**src/rtl/shs_pkg.sv**
```systemverilog
package shs_pkg;

    typedef enum logic [1:0] {
        PATH_PASS   = 2'd0,
        PATH_SHIFT  = 2'd1,
        PATH_BYPASS = 2'd2
    } path_e;

    typedef enum logic {
        FILL_ZERO  = 1'b0,
        FILL_CARRY = 1'b1
    } fill_e;

endpackage

```
**src/rtl/shs_sel_decode.sv**
```systemverilog
module shs_sel_decode
    import shs_pkg::*;
#(
    parameter int SEL_W = 4,
    parameter logic [SEL_W-1:0] SHIFT_CODE = 1
) (
    input  logic [SEL_W-1:0] sel_code,
    input  logic             bypass_en,
    output logic [SEL_W-1:0] sel_fwd,
    output path_e            path
);
    localparam logic [SEL_W-1:0] NEUTRAL = '0;

    logic shift_hit;

    always_comb begin
        shift_hit = (sel_code == SHIFT_CODE);
        sel_fwd   = shift_hit ? NEUTRAL : sel_code;
        if (bypass_en)      path = PATH_BYPASS;
        else if (shift_hit) path = PATH_SHIFT;
        else                path = PATH_PASS;
    end
endmodule

```
**src/rtl/shs_shifter.sv**
```systemverilog
module shs_shifter
    import shs_pkg::*;
#(
    parameter int W = 8
) (
    input  logic [W-1:0] val,
    input  fill_e        mode,
    input  logic         carry_in,
    output logic [W-1:0] shifted,
    output logic         lsb_out
);
    logic fill_bit;

    always_comb begin
        unique case (mode)
            FILL_CARRY: fill_bit = carry_in;
            FILL_ZERO:  fill_bit = 1'b0;
            default:    fill_bit = 1'b0;
        endcase
    end

    for (genvar i = 0; i < W - 1; i++) begin : g_bit
        assign shifted[i] = val[i+1];
    end
    assign shifted[W-1] = fill_bit;
    assign lsb_out      = val[0];
endmodule

```
**src/rtl/shs_out_select.sv**
```systemverilog
module shs_out_select
    import shs_pkg::*;
#(
    parameter int W = 8
) (
    input  path_e        path,
    input  logic [W-1:0] alu_res,
    input  logic         alu_cout,
    input  logic [W-1:0] db_byte,
    input  logic [W-1:0] shifted,
    input  logic         shift_c,
    output logic [W-1:0] wb_nxt,
    output logic         c_nxt
);
    always_comb begin
        unique case (path)
            PATH_BYPASS: begin
                wb_nxt = db_byte;
                c_nxt  = alu_cout;
            end
            PATH_SHIFT: begin
                wb_nxt = shifted;
                c_nxt  = shift_c;
            end
            default: begin
                wb_nxt = alu_res;
                c_nxt  = alu_cout;
            end
        endcase
    end
endmodule

```
**src/rtl/alu_out_shifter.sv**
```systemverilog
module alu_out_shifter
    import shs_pkg::*;
#(
    parameter int W       = 8,
    parameter int SEL_W   = 4,
    parameter int REG_OUT = 1
) (
    input  logic             clk,
    input  logic             rst_n,
    input  logic [W-1:0]     alu_res,
    input  logic             alu_cout,
    input  logic             carry_in,
    input  logic [W-1:0]     db_byte,
    input  logic [SEL_W-1:0] sel_code,
    input  logic             rotate_en,
    input  logic             bypass_en,
    output logic [W-1:0]     wb_out,
    output logic             carry_out,
    output logic [SEL_W-1:0] sel_to_alu
);
    localparam logic [SEL_W-1:0] SHR_CODE = SEL_W'(1);

    path_e        path;
    fill_e        fill_mode;
    logic [W-1:0] shifted;
    logic         shift_c;
    logic [W-1:0] wb_nxt;
    logic         c_nxt;

    assign fill_mode = rotate_en ? FILL_CARRY : FILL_ZERO;

    shs_sel_decode #(.SEL_W(SEL_W), .SHIFT_CODE(SHR_CODE)) u_dec (
        .sel_code (sel_code),
        .bypass_en(bypass_en),
        .sel_fwd  (sel_to_alu),
        .path     (path)
    );

    shs_shifter #(.W(W)) u_shr (
        .val     (alu_res),
        .mode    (fill_mode),
        .carry_in(carry_in),
        .shifted (shifted),
        .lsb_out (shift_c)
    );

    shs_out_select #(.W(W)) u_sel (
        .path    (path),
        .alu_res (alu_res),
        .alu_cout(alu_cout),
        .db_byte (db_byte),
        .shifted (shifted),
        .shift_c (shift_c),
        .wb_nxt  (wb_nxt),
        .c_nxt   (c_nxt)
    );

    if (REG_OUT != 0) begin : g_reg
        always_ff @(posedge clk or negedge rst_n) begin
            if (!rst_n) begin
                wb_out    <= '0;
                carry_out <= 1'b0;
            end else begin
                wb_out    <= wb_nxt;
                carry_out <= c_nxt;
            end
        end

        a_r2_pass: assert property (@(posedge clk) disable iff (!rst_n)
            (!bypass_en && sel_code != SHR_CODE)
            |=> (wb_out == $past(alu_res) && carry_out == $past(alu_cout)));

        a_r1_logical_shift: assert property (@(posedge clk) disable iff (!rst_n)
            (!bypass_en && sel_code == SHR_CODE && !rotate_en)
            |=> (wb_out == {1'b0, $past(alu_res[W-1:1])}));

        a_r3_rotate_fill: assert property (@(posedge clk) disable iff (!rst_n)
            (!bypass_en && sel_code == SHR_CODE && rotate_en)
            |=> (wb_out[W-1] == $past(carry_in)));

        a_r5_shift_carry: assert property (@(posedge clk) disable iff (!rst_n)
            (!bypass_en && sel_code == SHR_CODE)
            |=> (carry_out == $past(alu_res[0])));

        a_r6_bypass: assert property (@(posedge clk) disable iff (!rst_n)
            bypass_en |=> (wb_out == $past(db_byte) && carry_out == $past(alu_cout)));
    end else begin : g_comb
        assign wb_out    = wb_nxt;
        assign carry_out = c_nxt;

        a_r6_bypass_comb: assert property (@(posedge clk) disable iff (!rst_n)
            bypass_en |-> (wb_out == db_byte));
    end

    a_r4_code_zeroed: assert property (@(posedge clk) disable iff (!rst_n)
        (sel_code == SHR_CODE) |-> (sel_to_alu == '0));

    a_r4_code_kept: assert property (@(posedge clk) disable iff (!rst_n)
        (sel_code != SHR_CODE) |-> (sel_to_alu == sel_code));
endmodule

```
**config.mk**
```make
export PLATFORM = sky130hd
export DESIGN_NAME = alu_out_shifter
export DESIGN_NICKNAME = d
export VERILOG_FILES = /design/src/rtl/shs_pkg.sv /design/src/rtl/shs_sel_decode.sv /design/src/rtl/shs_shifter.sv /design/src/rtl/shs_out_select.sv /design/src/rtl/alu_out_shifter.sv
export SDC_FILE = /design/constraint.sdc
export NUM_CORES = 1
export LEC_CHECK = 0
export BUFFER_PORTS_ARGS = -buffer_cell sky130_fd_sc_hd__buf_4
export CORE_AREA = 2 2 39 41
export DETAILED_ROUTE_END_ITERATION = 10
export DIE_AREA = 0 0 41 43
export PLACE_DENSITY = 0.82
export SETUP_SLACK_MARGIN = 0.15
export SYNTH_ARGS = -nofsm -noshare
export SYNTH_HDL_FRONTEND = slang
export SYNTH_SLANG_ARGS = --single-unit
```
**constraint.sdc**
```tcl
create_clock -name clk -period 1.3 [get_ports clk]
set_input_delay 0.065 -clock clk [delete_from_list [all_inputs] [get_ports clk]]
set_output_delay 0.065 -clock clk [all_outputs]
set_load 0.05 [all_outputs]
```
After elaboration in Yosys (flattened, before gate mapping)
Index checks and enable logic that the tools add are counted.
Storage, ports and cells
  register bits after elaboration: 9
  input bits: 26
  output and inout bits: 13
Cells by class
  equality and inequality tests: 3
  multiplexer cells: 7
  bitwise operators: 1
Operator list (count)
  8-bit case mux with 2 select lines: 1
  4-bit by 1-bit == test with 1-bit output (second input constant): 1
  4-bit two-way mux: 1
  1-bit two-way mux: 3
  2-bit by 1-bit == test with 1-bit output (second input constant): 1
  2-bit == test (second input constant): 1
  2-bit two-way mux: 1
  1-bit case mux with 2 select lines: 1
  1-bit inverter: 1

Depth between registers and ports, before layout
  word-level depth: 5
  depth in mapped cells: 4
  depth with buffers taken out: 3

Modules after synthesis
A second synthesis with hierarchy kept.
Second synthesis, totals
  cell total of the unflattened synthesis: 58
  area, all modules: 550.5 sq um
By module, submodules not included
  alu_out_shifter: instances 1, cells an instance 9, area an instance 225.2 sq um
  shs_out_select: instances 1, cells an instance 32, area an instance 205.2 sq um
  shs_shifter: instances 1, cells an instance 10, area an instance 73.8 sq um
  shs_sel_decode: instances 1, cells an instance 7, area an instance 46.3 sq um

Worst setup path before layout
Ideal clock, no wire load.
  path type: in2out
  start point: input sel_code[2]
  end point: output sel_to_alu[2]
  data arrival time: 908 ps
  required time: 1235 ps
  path slack: 327 ps
  stages on the path: 1
  cell sequence: dlygate4sd3_1
Between the ends
  word-level cells in the longest chain between the ends: 2
RTL lines
  start: declaration: line alu_out_shifter.sv:14  | input logic [SEL_W-1:0] sel_code,
  4-bit by 1-bit == test with 1-bit output: line shs_sel_decode.sv:17  | shift_hit = (sel_code == SHIFT_CODE);
  4-bit two-way mux *: line shs_sel_decode.sv:18  | sel_fwd = shift_hit ? NEUTRAL : sel_code;
  end: declaration: line alu_out_shifter.sv:19  | output logic [SEL_W-1:0] sel_to_alu
Every way passes the cells marked *; elsewhere a longest branch is shown, timed or not.

Worst setup path after layout
  start point: input sel_code[2]
  end point: output sel_to_alu[0]
Between the ends
  word-level cells in the longest chain between the ends: 2
RTL lines (line)
  4-bit by 1-bit == test with 1-bit output: shs_sel_decode.sv:17
  4-bit two-way mux: shs_sel_decode.sv:18
No other way between the ends.

==> metrics <==
commonest non-fill, non-tap cell in the layout buf_4; RSZ-0062 raised after global routing false; cell count after synthesis 43; Synthesized Nets 69; Final nets 110; largest net degree at the start of global routing 18; DRC Markers 0; FP Rows 14; Final Max Tran Viols 0; remaining antenna violation count 0; die area between 0.0015 and 0.002 mm^2; post-CTS sizing 0; final hold vios 0; GP Congestion ~0.63; CP max stage cell nor4b_4; synth-to-layout area growth 68.2%; Vias 456; Crit. End Element output port; crit path time final 976 ps; Final Non-Filler Cells about 100; core area 0.00138 mm^2; CTS tree yes; CP most frequent cell buf_4; routed wire length roughly 1.2 mm; remaining global-route overflow 0; setup bufs post-CTS 0; max_cap viols 0; register bit total from synthesis 9; CP Class in2out; ANT cells 0; Hold Path Class in2reg; dpl hpwl about 960 um; crit-path cells buf_4, nor4b_4, and2b_2, buf_4; Die X 41 um; total power 790 uW; total track usage 14.7%; Setup-failing EPs final 0; clk sink count 9; max_slew headroom 84.7%; H-tree levels 1; Syn Area/Cell 11.1 um^2; antenna violations before repair 0; Power Density just under 1000 mW/mm^2; vias in the first global route approximately 430; input/output buffers 38; clock slew seen by the registers of the worst setup and hold paths 60 ps; Synth cell types 12; Post-CTS Hold Fix Bufs 1; register area share after synthesis a little under half; critical path startpoint category input pin; CP Data Required Time 1240 ps; final worst path period share between 70% and 80%; fraction of layout cells with a size suffix above 1 about 57%; total negative slack 0 ps; maximum VDD drop between 0.0003 and 0.0004 V; Final Hold Slack 14.1 ps; Vias/cell 4.61; Boundary Pins 39; wire per inst 12.0 um; 1st-iter DRT viols 3; slowest stage delay, CP 290 ps; Hold Path Depth 3; P_leak 0.000396 uW; slew at the pin closest to its max-slew limit 229 ps; status finished clean; CTS buffer count 3; buffers from clock root to sink, at most 2; first drt pass iteration count 4; CP arrival ~910 ps; Fmax achieved approximately 1000 MHz; Synthesis Warnings 0; root buffer cell clkbuf_4; most frequent cells in the layout buf_4, dfrtp_1, mux2i_1, nand2_1, o21ai_0; Die Span Y 43 um; first-pass GRT wire length approximately 1.7 mm; placed insts 94; Mapped Area 475 um^2; Initial Util 34.4%; peak fanout along the critical path 3
[state kept, by name, summed over array words and instances (netlist names)]
name	flops
wb_out	8
carry_out	1
[metal layers]
layer	wire (um)	vias up	global-route usage, %
li1	-	225	-
met4	38	0	12.0
met5	0	-	0
met3	124	5	2.62
met1	438	201	15.7
met2	589	25	23.4
[Yosys cell counts]
cell,n,share of area (%)
nand2b_4,1,2.9
dfrtp_1,9,47
and2b_2,1,1.8
dlygate4sd3_1,1,2.1
and2_1,1,1.3
clkbuf_1,3,2.4
buf_6,1,2.4
nand2_1,8,6.3
nor4b_4,1,5.0
mux2_4,1,3.2
mux2i_1,8,17
o21ai_0,8,8.4
[cells by family after synthesis]
kind of cell	count (synthesis)	synth area share, %
buffers and inverters	5	6.84
and+or+nand+nor	12	17.4
DFF	9	47.4
AOI/OAI and AO/OA	8	8.42
muxes	9	20.0
[per-stage QoR]
stage	util [%]	cell area, um^2	setup WS, ps
2_1_floorplan	-	475	327
4_1_cts	57.8	800	310
3_3_place_gp	55.2	763	161
6_report	57.8	800	324
5_1_grt	57.8	800	267
3_5_place_dp	55.2	763	145
[worst max-delay path, delay by kind of cell]
| family | cells | cell delay (ps) |
|---|---|---|
| buf+inv | 2 | 300 |
| simple gates | 2 | 540 |
[final timing paths]
check	start	endpoint	slack, ps
max in group asynchronous	rst_n	wb_out[3]	1010
min in group asynchronous	rst_n	wb_out[4]	160
hold / removal	db_byte[7]	wb_out[7]	10
setup / recovery	sel_code[2]	sel_to_alu[0]	320
[cell type report]
cell class,count,area [um^2]
Clock buffer,4,26.3
Fill cell,118,584
Multi-Input combinational cell,29,218
Sequential cell,9,225
Tap cell,16,20.0
Timing Repair Buffer,41,310
[where the power goes]
group / internal, uW / total (uW) / switching, uW
sequential: 302 / 307 / 5.17
clock: 118 / 209 / 90.7
combinational: 112 / 274 / 163
total: 532 / 790 / 258
(Power assumes the default switching activity.)
